File: config.mk
export PLATFORM = sky130hd
export DESIGN_NAME = bmon_top
export DESIGN_NICKNAME = d
export VERILOG_FILES = /design/src/rtl/bmon_pkg.sv /design/src/rtl/bmon_step_ctr.sv /design/src/rtl/bmon_prop.sv /design/src/rtl/bmon_top.sv
export SDC_FILE = /design/constraint.sdc
export NUM_CORES = 1
export LEC_CHECK = 0
export ABC_AREA = 1
export BUFFER_PORTS_ARGS = -buffer_cell sky130_fd_sc_hd__buf_2
export CAP_MARGIN = 40
export CORE_ASPECT_RATIO = 0.9
export CORE_UTILIZATION = 58
export CTS_CLUSTER_DIAMETER = 50
export DETAILED_ROUTE_END_ITERATION = 12
export PLACE_DENSITY_LB_ADDON = 0.2
export SETUP_SLACK_MARGIN = 0.05
export SLEW_MARGIN = 10
export SYNTH_ARGS = -nofsm -noshare
export SYNTH_HDL_FRONTEND = slang
export SYNTH_HIERARCHICAL = 1
export SYNTH_SLANG_ARGS = --single-unit
File: constraint.sdc
create_clock -name clk -period 3.4 [get_ports clk]
set_clock_uncertainty 0.05 [all_clocks]
set_input_delay 0.17 -clock clk [delete_from_list [all_inputs] [get_ports clk]]
set_output_delay 0.17 -clock clk [all_outputs]
set_load 0.01 [all_outputs]
File: src/rtl/bmon_pkg.sv
package bmon_pkg;

    localparam int STEP_WMAX = 16;

    typedef enum logic [1:0] {
        VD_NONE = 2'd0,
        VD_PASS = 2'd1,
        VD_FAIL = 2'd2
    } verdict_e;

    typedef struct packed {
        logic f;
        logic g;
    } sample_t;

    // Bounded until at one step: an in-window g wins, then f dropping, then window end.
    function automatic verdict_e until_rule(input logic [STEP_WMAX-1:0] step,
                                            input logic [STEP_WMAX-1:0] lo,
                                            input logic [STEP_WMAX-1:0] hi,
                                            input sample_t s);
        verdict_e v;
        v = VD_NONE;
        if (step >= lo && s.g)
            v = VD_PASS;
        else if (!s.f)
            v = VD_FAIL;
        else if (step == hi)
            v = VD_FAIL;
        return v;
    endfunction

    // Bounded always at one step: any in-window f low fails, window end passes.
    function automatic verdict_e glob_rule(input logic [STEP_WMAX-1:0] step,
                                           input logic [STEP_WMAX-1:0] lo,
                                           input logic [STEP_WMAX-1:0] hi,
                                           input sample_t s);
        verdict_e v;
        v = VD_NONE;
        if (step >= lo && !s.f)
            v = VD_FAIL;
        else if (step == hi)
            v = VD_PASS;
        return v;
    endfunction

endpackage

File: src/rtl/bmon_step_ctr.sv
module bmon_step_ctr #(
    parameter int CW = 6
) (
    input  logic          clk,
    input  logic          rst,
    input  logic          load,
    input  logic          run,
    input  logic [CW-1:0] lo_i,
    input  logic [CW-1:0] hi_i,
    output logic [CW-1:0] step_o,
    output logic [CW-1:0] lo_o,
    output logic [CW-1:0] hi_o
);
    localparam logic [CW-1:0] STEP_MAX = {CW{1'b1}};

    always_ff @(posedge clk) begin
        if (rst) begin
            step_o <= '0;
            lo_o   <= '0;
            hi_o   <= '0;
        end else if (load) begin
            step_o <= '0;
            lo_o   <= lo_i;
            hi_o   <= hi_i;
        end else if (run && step_o != STEP_MAX) begin
            step_o <= step_o + 1'b1;
        end
    end

    // a load always restarts counting from step zero
    p_load_zero_r1: assert property (@(posedge clk) disable iff (rst)
        load |=> (step_o == '0));
endmodule

File: src/rtl/bmon_prop.sv
module bmon_prop
    import bmon_pkg::*;
#(
    parameter int CW       = 6,
    parameter bit IS_UNTIL = 1'b1
) (
    input  logic          clk,
    input  logic          rst,
    input  logic          arm,
    input  logic          active,
    input  logic [CW-1:0] step,
    input  logic [CW-1:0] lo,
    input  logic [CW-1:0] hi,
    input  sample_t       smp,
    output logic          pass_o,
    output logic          fail_o,
    output logic          done_o,
    output logic          decide_o
);
    verdict_e vd;

    generate
        if (IS_UNTIL) begin : g_until
            assign vd = until_rule(STEP_WMAX'(step), STEP_WMAX'(lo), STEP_WMAX'(hi), smp);
        end else begin : g_glob
            assign vd = glob_rule(STEP_WMAX'(step), STEP_WMAX'(lo), STEP_WMAX'(hi), smp);
        end
    endgenerate

    assign decide_o = active && !done_o && (vd != VD_NONE);

    always_ff @(posedge clk) begin
        if (rst) begin
            pass_o <= 1'b0;
            fail_o <= 1'b0;
            done_o <= 1'b0;
        end else begin
            pass_o <= 1'b0;
            fail_o <= 1'b0;
            if (arm) begin
                done_o <= 1'b0;
            end else if (decide_o) begin
                done_o <= 1'b1;
                pass_o <= (vd == VD_PASS);
                fail_o <= (vd == VD_FAIL);
            end
        end
    end

    // never both verdicts at once
    p_excl_r8: assert property (@(posedge clk) disable iff (rst)
        !(pass_o && fail_o));
    // a verdict lasts a single cycle
    p_single_r8: assert property (@(posedge clk) disable iff (rst)
        (pass_o || fail_o) |=> !(pass_o || fail_o));
endmodule

File: src/rtl/bmon_top.sv
module bmon_top
    import bmon_pkg::*;
#(
    parameter int CW = 6
) (
    input  logic          clk,
    input  logic          rst,
    input  logic          start,
    input  logic          sig_f,
    input  logic          sig_g,
    input  logic [CW-1:0] lo_bound,
    input  logic [CW-1:0] hi_bound,
    output logic          busy,
    output logic          until_pass,
    output logic          until_fail,
    output logic          glob_pass,
    output logic          glob_fail,
    output logic          cfg_err
);
    localparam int NPROP = 2;

    logic          accept, reject, all_done;
    logic [CW-1:0] step_q, lo_q, hi_q;
    logic [NPROP-1:0] pass_v, fail_v, done_v, dec_v;
    sample_t       smp;

    assign smp.f  = sig_f;
    assign smp.g  = sig_g;
    assign accept = start && !busy && (lo_bound <= hi_bound);
    assign reject = start && !busy && (lo_bound >  hi_bound);
    assign all_done = &(done_v | dec_v);

    bmon_step_ctr #(.CW(CW)) u_ctr (
        .clk(clk), .rst(rst), .load(accept), .run(busy),
        .lo_i(lo_bound), .hi_i(hi_bound),
        .step_o(step_q), .lo_o(lo_q), .hi_o(hi_q)
    );

    // Slot 0 judges bounded until, slot 1 bounded always.
    generate
        for (genvar k = 0; k < NPROP; k++) begin : g_prop
            bmon_prop #(.CW(CW), .IS_UNTIL(k == 0)) u_prop (
                .clk(clk), .rst(rst), .arm(accept), .active(busy),
                .step(step_q), .lo(lo_q), .hi(hi_q), .smp(smp),
                .pass_o(pass_v[k]), .fail_o(fail_v[k]),
                .done_o(done_v[k]), .decide_o(dec_v[k])
            );
        end
    endgenerate

    always_ff @(posedge clk) begin
        if (rst) begin
            busy    <= 1'b0;
            cfg_err <= 1'b0;
        end else begin
            cfg_err <= reject;
            if (accept)
                busy <= 1'b1;
            else if (busy && all_done)
                busy <= 1'b0;
        end
    end

    assign until_pass = pass_v[0];
    assign until_fail = fail_v[0];
    assign glob_pass  = pass_v[1];
    assign glob_fail  = fail_v[1];

    // a refused start never coexists with an evaluation
    p_cfg_idle_r9: assert property (@(posedge clk) disable iff (rst)
        cfg_err |-> !busy);
    // a start during an evaluation raises no error
    p_busy_start_r7: assert property (@(posedge clk) disable iff (rst)
        (busy && start) |=> !cfg_err);
    // counting stops at the window end
    p_step_window_r4: assert property (@(posedge clk) disable iff (rst)
        busy |-> (step_q <= hi_q));
    // verdicts only follow a busy cycle
    p_verdict_src_r8: assert property (@(posedge clk) disable iff (rst)
        (until_pass || until_fail || glob_pass || glob_fail) |-> $past(busy));
    // release coincides with a verdict
    p_release_r8: assert property (@(posedge clk) disable iff (rst)
        $fell(busy) |-> (until_pass || until_fail || glob_pass || glob_fail));
endmodule

* Yosys cells after proc, flatten, opt, wreduce, memory -nomap -nowiden
Cells that the tools add are included.
** Word-level totals
- Register bits after elaboration :: 26
- Bits of input ports :: 17
- Output and inout bits :: 6
- Word-level logic and storage cells :: 53
** Operators by class
- Add/subtract/negate cells :: 1
- Magnitude comparators :: 3
- Equal/unequal tests :: 6
- Muxes and demuxes :: 7
- Bitwise operators :: 3
- Reduce and logical (&&, ||, !) cells :: 22
** Operators with widths (count)
- $logic_and 1x1->1 :: 11
- $mux 2 :: 4
- $add 6x1->6 const B :: 1
- $eq 6x6->1 :: 1
- $ge 6x6->1 :: 1
- $gt 6x6->1 :: 1
- $le 6x6->1 :: 1
- $ne 6x6->1 const B :: 1
- $reduce_bool 2->1 :: 3
- $reduce_or 3->1 :: 2
- $eq 2x1->1 const B :: 2
- $eq 2x2->1 const B :: 2
- $logic_not 1->1 :: 4
- $mux 1 :: 3
- $not 1->1 :: 2
- $or 2x2->2 :: 1
- $reduce_and 2->1 :: 1
- $reduce_or 2->1 :: 1

* Depth between registers and ports, before layout
- Depth in word-level cells :: 11
- Mapped depth :: 15
- Mapped depth without buffers :: 15

* By module
The synthesis kept the hierarchy.
** Modules (own cells, without submodules)
- bmon_step_ctr :: times used 1, cells an instance 105, area an instance 779.5 µm², sequential area each 360.3 µm²
- bmon_prop (g_prop[0].u_prop) :: times used 1, cells an instance 79, area an instance 437.9 µm², sequential area each 60.1 µm²
- bmon_prop (g_prop[1].u_prop) :: times used 1, cells an instance 74, area an instance 416.6 µm², sequential area each 60.1 µm²
- bmon_top :: times used 1, cells an instance 40, area an instance 250.2 µm², sequential area each 40.0 µm²

* Worst setup path after synthesis
No wires, ideal clock.
- Path type :: register -> register
- Start point :: reg u_ctr.step_o[0]
- End point :: reg busy
- Setup time :: 66 ps
- Arrival time :: 1641 ps
- Required time :: 3284 ps
- Path slack :: 1643 ps
- Cell stages (with the launch flop) :: 16
- Path buffers :: 0
- Period minus slack after synthesis :: 1757 ps
- Cells stage by stage :: dfxtp_1 -> inv_2 -> ha_1 -> inv_1 -> nand2_1 -> nand2_1 -> nand2_1 -> nand2_1 -> nand2_1 -> nand2_2 -> nand3_2 -> nand2_1 -> inv_1 -> o22ai_1 -> nand2_1 -> a21oi_2
** On the way
- Cells in the longest elaborated chain, start to end :: 10
- Elaborated cells between the ends (all ways) :: 17
- Those cells by class :: 1 x order compare; 1 x eq/ne; 5 x mux; 1 x bitwise; 9 x reduce/logical
** RTL lines
- start, declared :: line bmon_step_ctr.sv:10 : output logic [CW-1:0] step_o,
- start signal, assigned :: line bmon_step_ctr.sv:26 : step_o <= step_o + 1'b1;
- branches (longest 3 deep; another with $ge 6x6->1)
- $mux 2 * :: line bmon_pkg.sv:23 : if (step >= lo && s.g)
- $reduce_bool 2->1 * :: line bmon_prop.sv:30 : assign decide_o = active && !done_o && (vd != VD_NONE);
- $logic_and 1x1->1 * :: line bmon_prop.sv:30
- net dec_v[0] :: line bmon_top.sv:24 : logic [NPROP-1:0] pass_v, fail_v, done_v, dec_v;
- $or 2x2->2 * :: line bmon_top.sv:31 : assign all_done = &(done_v | dec_v);
- $reduce_and 2->1 * :: line bmon_top.sv:31
- $logic_and 1x1->1 * :: line bmon_top.sv:59 : else if (busy && all_done)
- $reduce_bool 2->1 (no line) *
- end signal, assigned :: line bmon_top.sv:53 : busy <= 1'b0;
- end signal, assigned :: line bmon_top.sv:58 : busy <= 1'b1;
- end signal, assigned :: line bmon_top.sv:60 : busy <= 1'b0;
- end, declared :: line bmon_top.sv:13 : output logic busy,
Mark *: on every way through the listed nets, which the timed path passes.
A chain may end at the register's enable or synchronous reset.

* Final worst setup path
- Start point :: reg u_ctr.step_o[4]
- End point :: reg busy
Same word-level chain as after synthesis.

==> run_results.csv <==
group,metric,value,unit
outcome,outcome,"completed",
synthesis,synth_top_flop_cell,"dfxtp_1",
power,power_density,339.9,mW/mm2
layout,antennaDiodeCount,0,
setup_path,start_kind,"flip-flop",
global_route,grt_pass1_wl,6.389,mm
synthesis,synth_edf_count,0,
synthesis,avgSynthCellArea,6.323,um2
floorplan,core_area,0.003067,mm2
synthesis,yosysWarningCount,6,
detailed_routing,finalWirelength,3.628,mm
placement,place.gp.congestion,0.8132,
placement,dp_hpwl,2.894,mm
synthesis,synth_top_area_share,27.62,%
setup_path,required,3.62,ns
detailed_routing,wl_per_cell,10.02,um
clocking,ctsHoldBuffers,0,
layout,fin_nets,358,
timing,setup_viol,0,
setup_path,critical_path_class,"reg2reg",
setup_path,crit_path_max_fanout,11,
floorplan,die_w,62.08,um
synthesis,syn_nets,334,
detailed_routing,vias,1702,
timing,relSlewSlack,61.98,%
layout,fill_cells,291,
global_route,grt_max_degree,17,
power,p_leak,0.001160,uW
layout,multi_input_area,0.001089,mm2
clocking,clockRootBuffer,"clkbuf_4",
synthesis,yosysMostFrequentCell,"nand2_1",
placement,io_buffers,22,
floorplan,pin_count,23,
floorplan,start_util,61.44,%
clocking,cts_sinks,26,
detailed_routing,dr.pass1.iters,4,
detailed_routing,wl_met2,1.569,mm
timing,tightest_slew,0.5697,ns
timing,fin_tns_setup,0,ns
timing,timing.final.crit_share,58.99,%
synthesis,synth_async_sr_flop_share,0,%
floorplan,die_y,56.08,um
timing,setup_slack,1.394,ns
detailed_routing,route.detailed.drc,0,
global_route,antenna_found_initial,0,
clocking,post_cts_buffers,0,
power,peakVddDrop,0.2498,mV
clocking,cts_tree,"built",
synthesis,yosys-top-cells-area,"dfxtp_1, nand2_1, inv_1",
clocking,clk_latency,0.32,ns
synthesis,synthDistinctLibCells,25,
clocking,clk_pin_slew,0.14,ns
clocking,cts_max_level,1,
global_route,grt_pass1_vias,1429,
placement,place_ws,1.323,ns
layout,syn_to_final_growth,9.097,%
clocking,cts_buffers,3,
synthesis,synthCells,298,
timing,finalCriticalPeriod,2.006,ns
detailed_routing,wl_met1,1.875,mm
floorplan,num_rows,19,
clocking,cts_buffer_depth,2,
setup_path,worstPathArrival,2.22,ns
layout,drive_gt1_share,16.25,%
detailed_routing,drtIter0Drc,92,
detailed_routing,wl_met3,162,um
global_route,grt_overflow_total,0,
detailed_routing,vias_per_cell,4.702,
min_path,hp-class,"in2reg",
synthesis,yosysSeqAreaShare,27.62,%
global_route,globalRouteTotalUtil,24.43,%
detailed_routing,routed.top_layer,"met4",
timing,drv_slew,0,
timing,finalHoldViolations,0,
timing,fmax,0.4986,GHz
detailed_routing,ant_nets,0,
job,cap_violations,0,
timing,rsz0062_at_grt,"no",
synthesis,ys_ff_latch,26,
synthesis,synth_commonest_cells,"nand2_1, inv_1, nor2_1",
layout,regArea,520.5,um2
floorplan,dieArea,0.003481,mm2
setup_path,r2r_slack,1.39,ns
synthesis,netlist_area,0.001884,mm2
synthesis,yosysTopAreaCell,"dfxtp_1",
clocking,cts_resized,0,
layout,postLayoutCoreUtil,67.03,%
setup_path,endpoint_kind,"flip-flop",
power by group:
group | internal, uW | total [uW] | switching, uW
combinational | 81.0 | 211 | 130
clock | 41.5 | 133 | 91.3
sequential | 328 | 355 | 27.4
total | 450 | 699 | 248
cell families (layout without fill, tap and decap cells):
| family | after synthesis | count (layout) | share of synthesized area [%] |
|---|---|---|---|
| buf+inv | 72 | 94 | 14.61 |
| flops | 26 | 26 | 27.62 |
| simple gates | 156 | 156 | 37.72 |
| fa+ha+maj | 19 | 19 | 12.62 |
| xor+xnor | 2 | 2 | 0.9298 |
| compound gates | 23 | 23 | 6.507 |
area by class of cell:
class                   instances  area share (%)
repair buffers                 22           5.356
flip-flops and latches         26           25.32
well taps                      42           2.556
multi-input cells             200           52.95
inverters                      69           12.72
clock buffers                   3           1.096
worst paths after layout:
path                                        startpoint                                    to  depth (start not counted)
setup / recovery          u_ctr/step_o[4]$_SDFFE_PP0P_                     busy$_SDFFE_PP0P_                         12
hold / removal                             hi_bound[3]            u_ctr/hi_o[3]$_SDFFE_PP0P_                          3
setup reg to reg          u_ctr/step_o[4]$_SDFFE_PP0P_                     busy$_SDFFE_PP0P_                         12
hold reg to reg   g_prop[0].u_prop/done_o$_SDFFE_PP0P_  g_prop[0].u_prop/done_o$_SDFFE_PP0P_                          2
placed cells by master (no fill, tap or decap), drive strengths merged:
| master | synthesis | final |
|---|---|---|
| nand2 | 88 | 88 |
| inv | 69 | 69 |
| nor2 | 53 | 53 |
| dfxtp | 26 | 26 |
| buf | 2 | 22 |
| ha | 19 | 19 |
| o21ai | 13 | 13 |
| nand3 | 10 | 10 |
| a21oi | 8 | 8 |
| nand4 | 4 | 4 |
| clkbuf | 1 | 3 |
| xor2 | 2 | 2 |
| nor3 | 1 | 1 |
| o22ai | 1 | 1 |
| a21boi | 1 | 1 |
metrics by stage:
stage	std cells	hold WS, ns	power [uW]	instance area [um2]
floorplan	298	0.1824	518.3	1884
global placement	359	0.3626	569.0	2033
detailed placement	359	0.3659	573.1	2033
CTS	362	0.01952	704.7	2056
global route	362	0.02600	760.0	2056
finish	362	0.02624	698.7	2056
worst max-delay path, cell delays in order (launching register included):
cell,delay (ns)
dfxtp_1,0.61
ha_1,0.30
nand2_1,0.08
inv_1,0.04
a21oi_1,0.17
nand2_1,0.09
nand2_2,0.08
nand3_2,0.08
nand2_1,0.06
inv_1,0.03
o22ai_1,0.14
nand2_1,0.08
a21oi_2,0.13
metal layers:
metal / vias to the layer above / track usage (%)
li1: 937 / -
met1: 726 / 36.81
met2: 37 / 36.17
met3: 2 / 4.884
met4: 0 / 3.810
met5: - / 0
registers in the layout, summed over array words and instances (netlist names):
register,count
u_ctr/hi_o,6
u_ctr/lo_o,6
u_ctr/step_o,6
g_prop.u_prop/done_o,2
g_prop.u_prop/fail_o,2
g_prop.u_prop/pass_o,2
busy,1
cfg_err,1
Note: power is estimated with default switching activity, not from simulation.
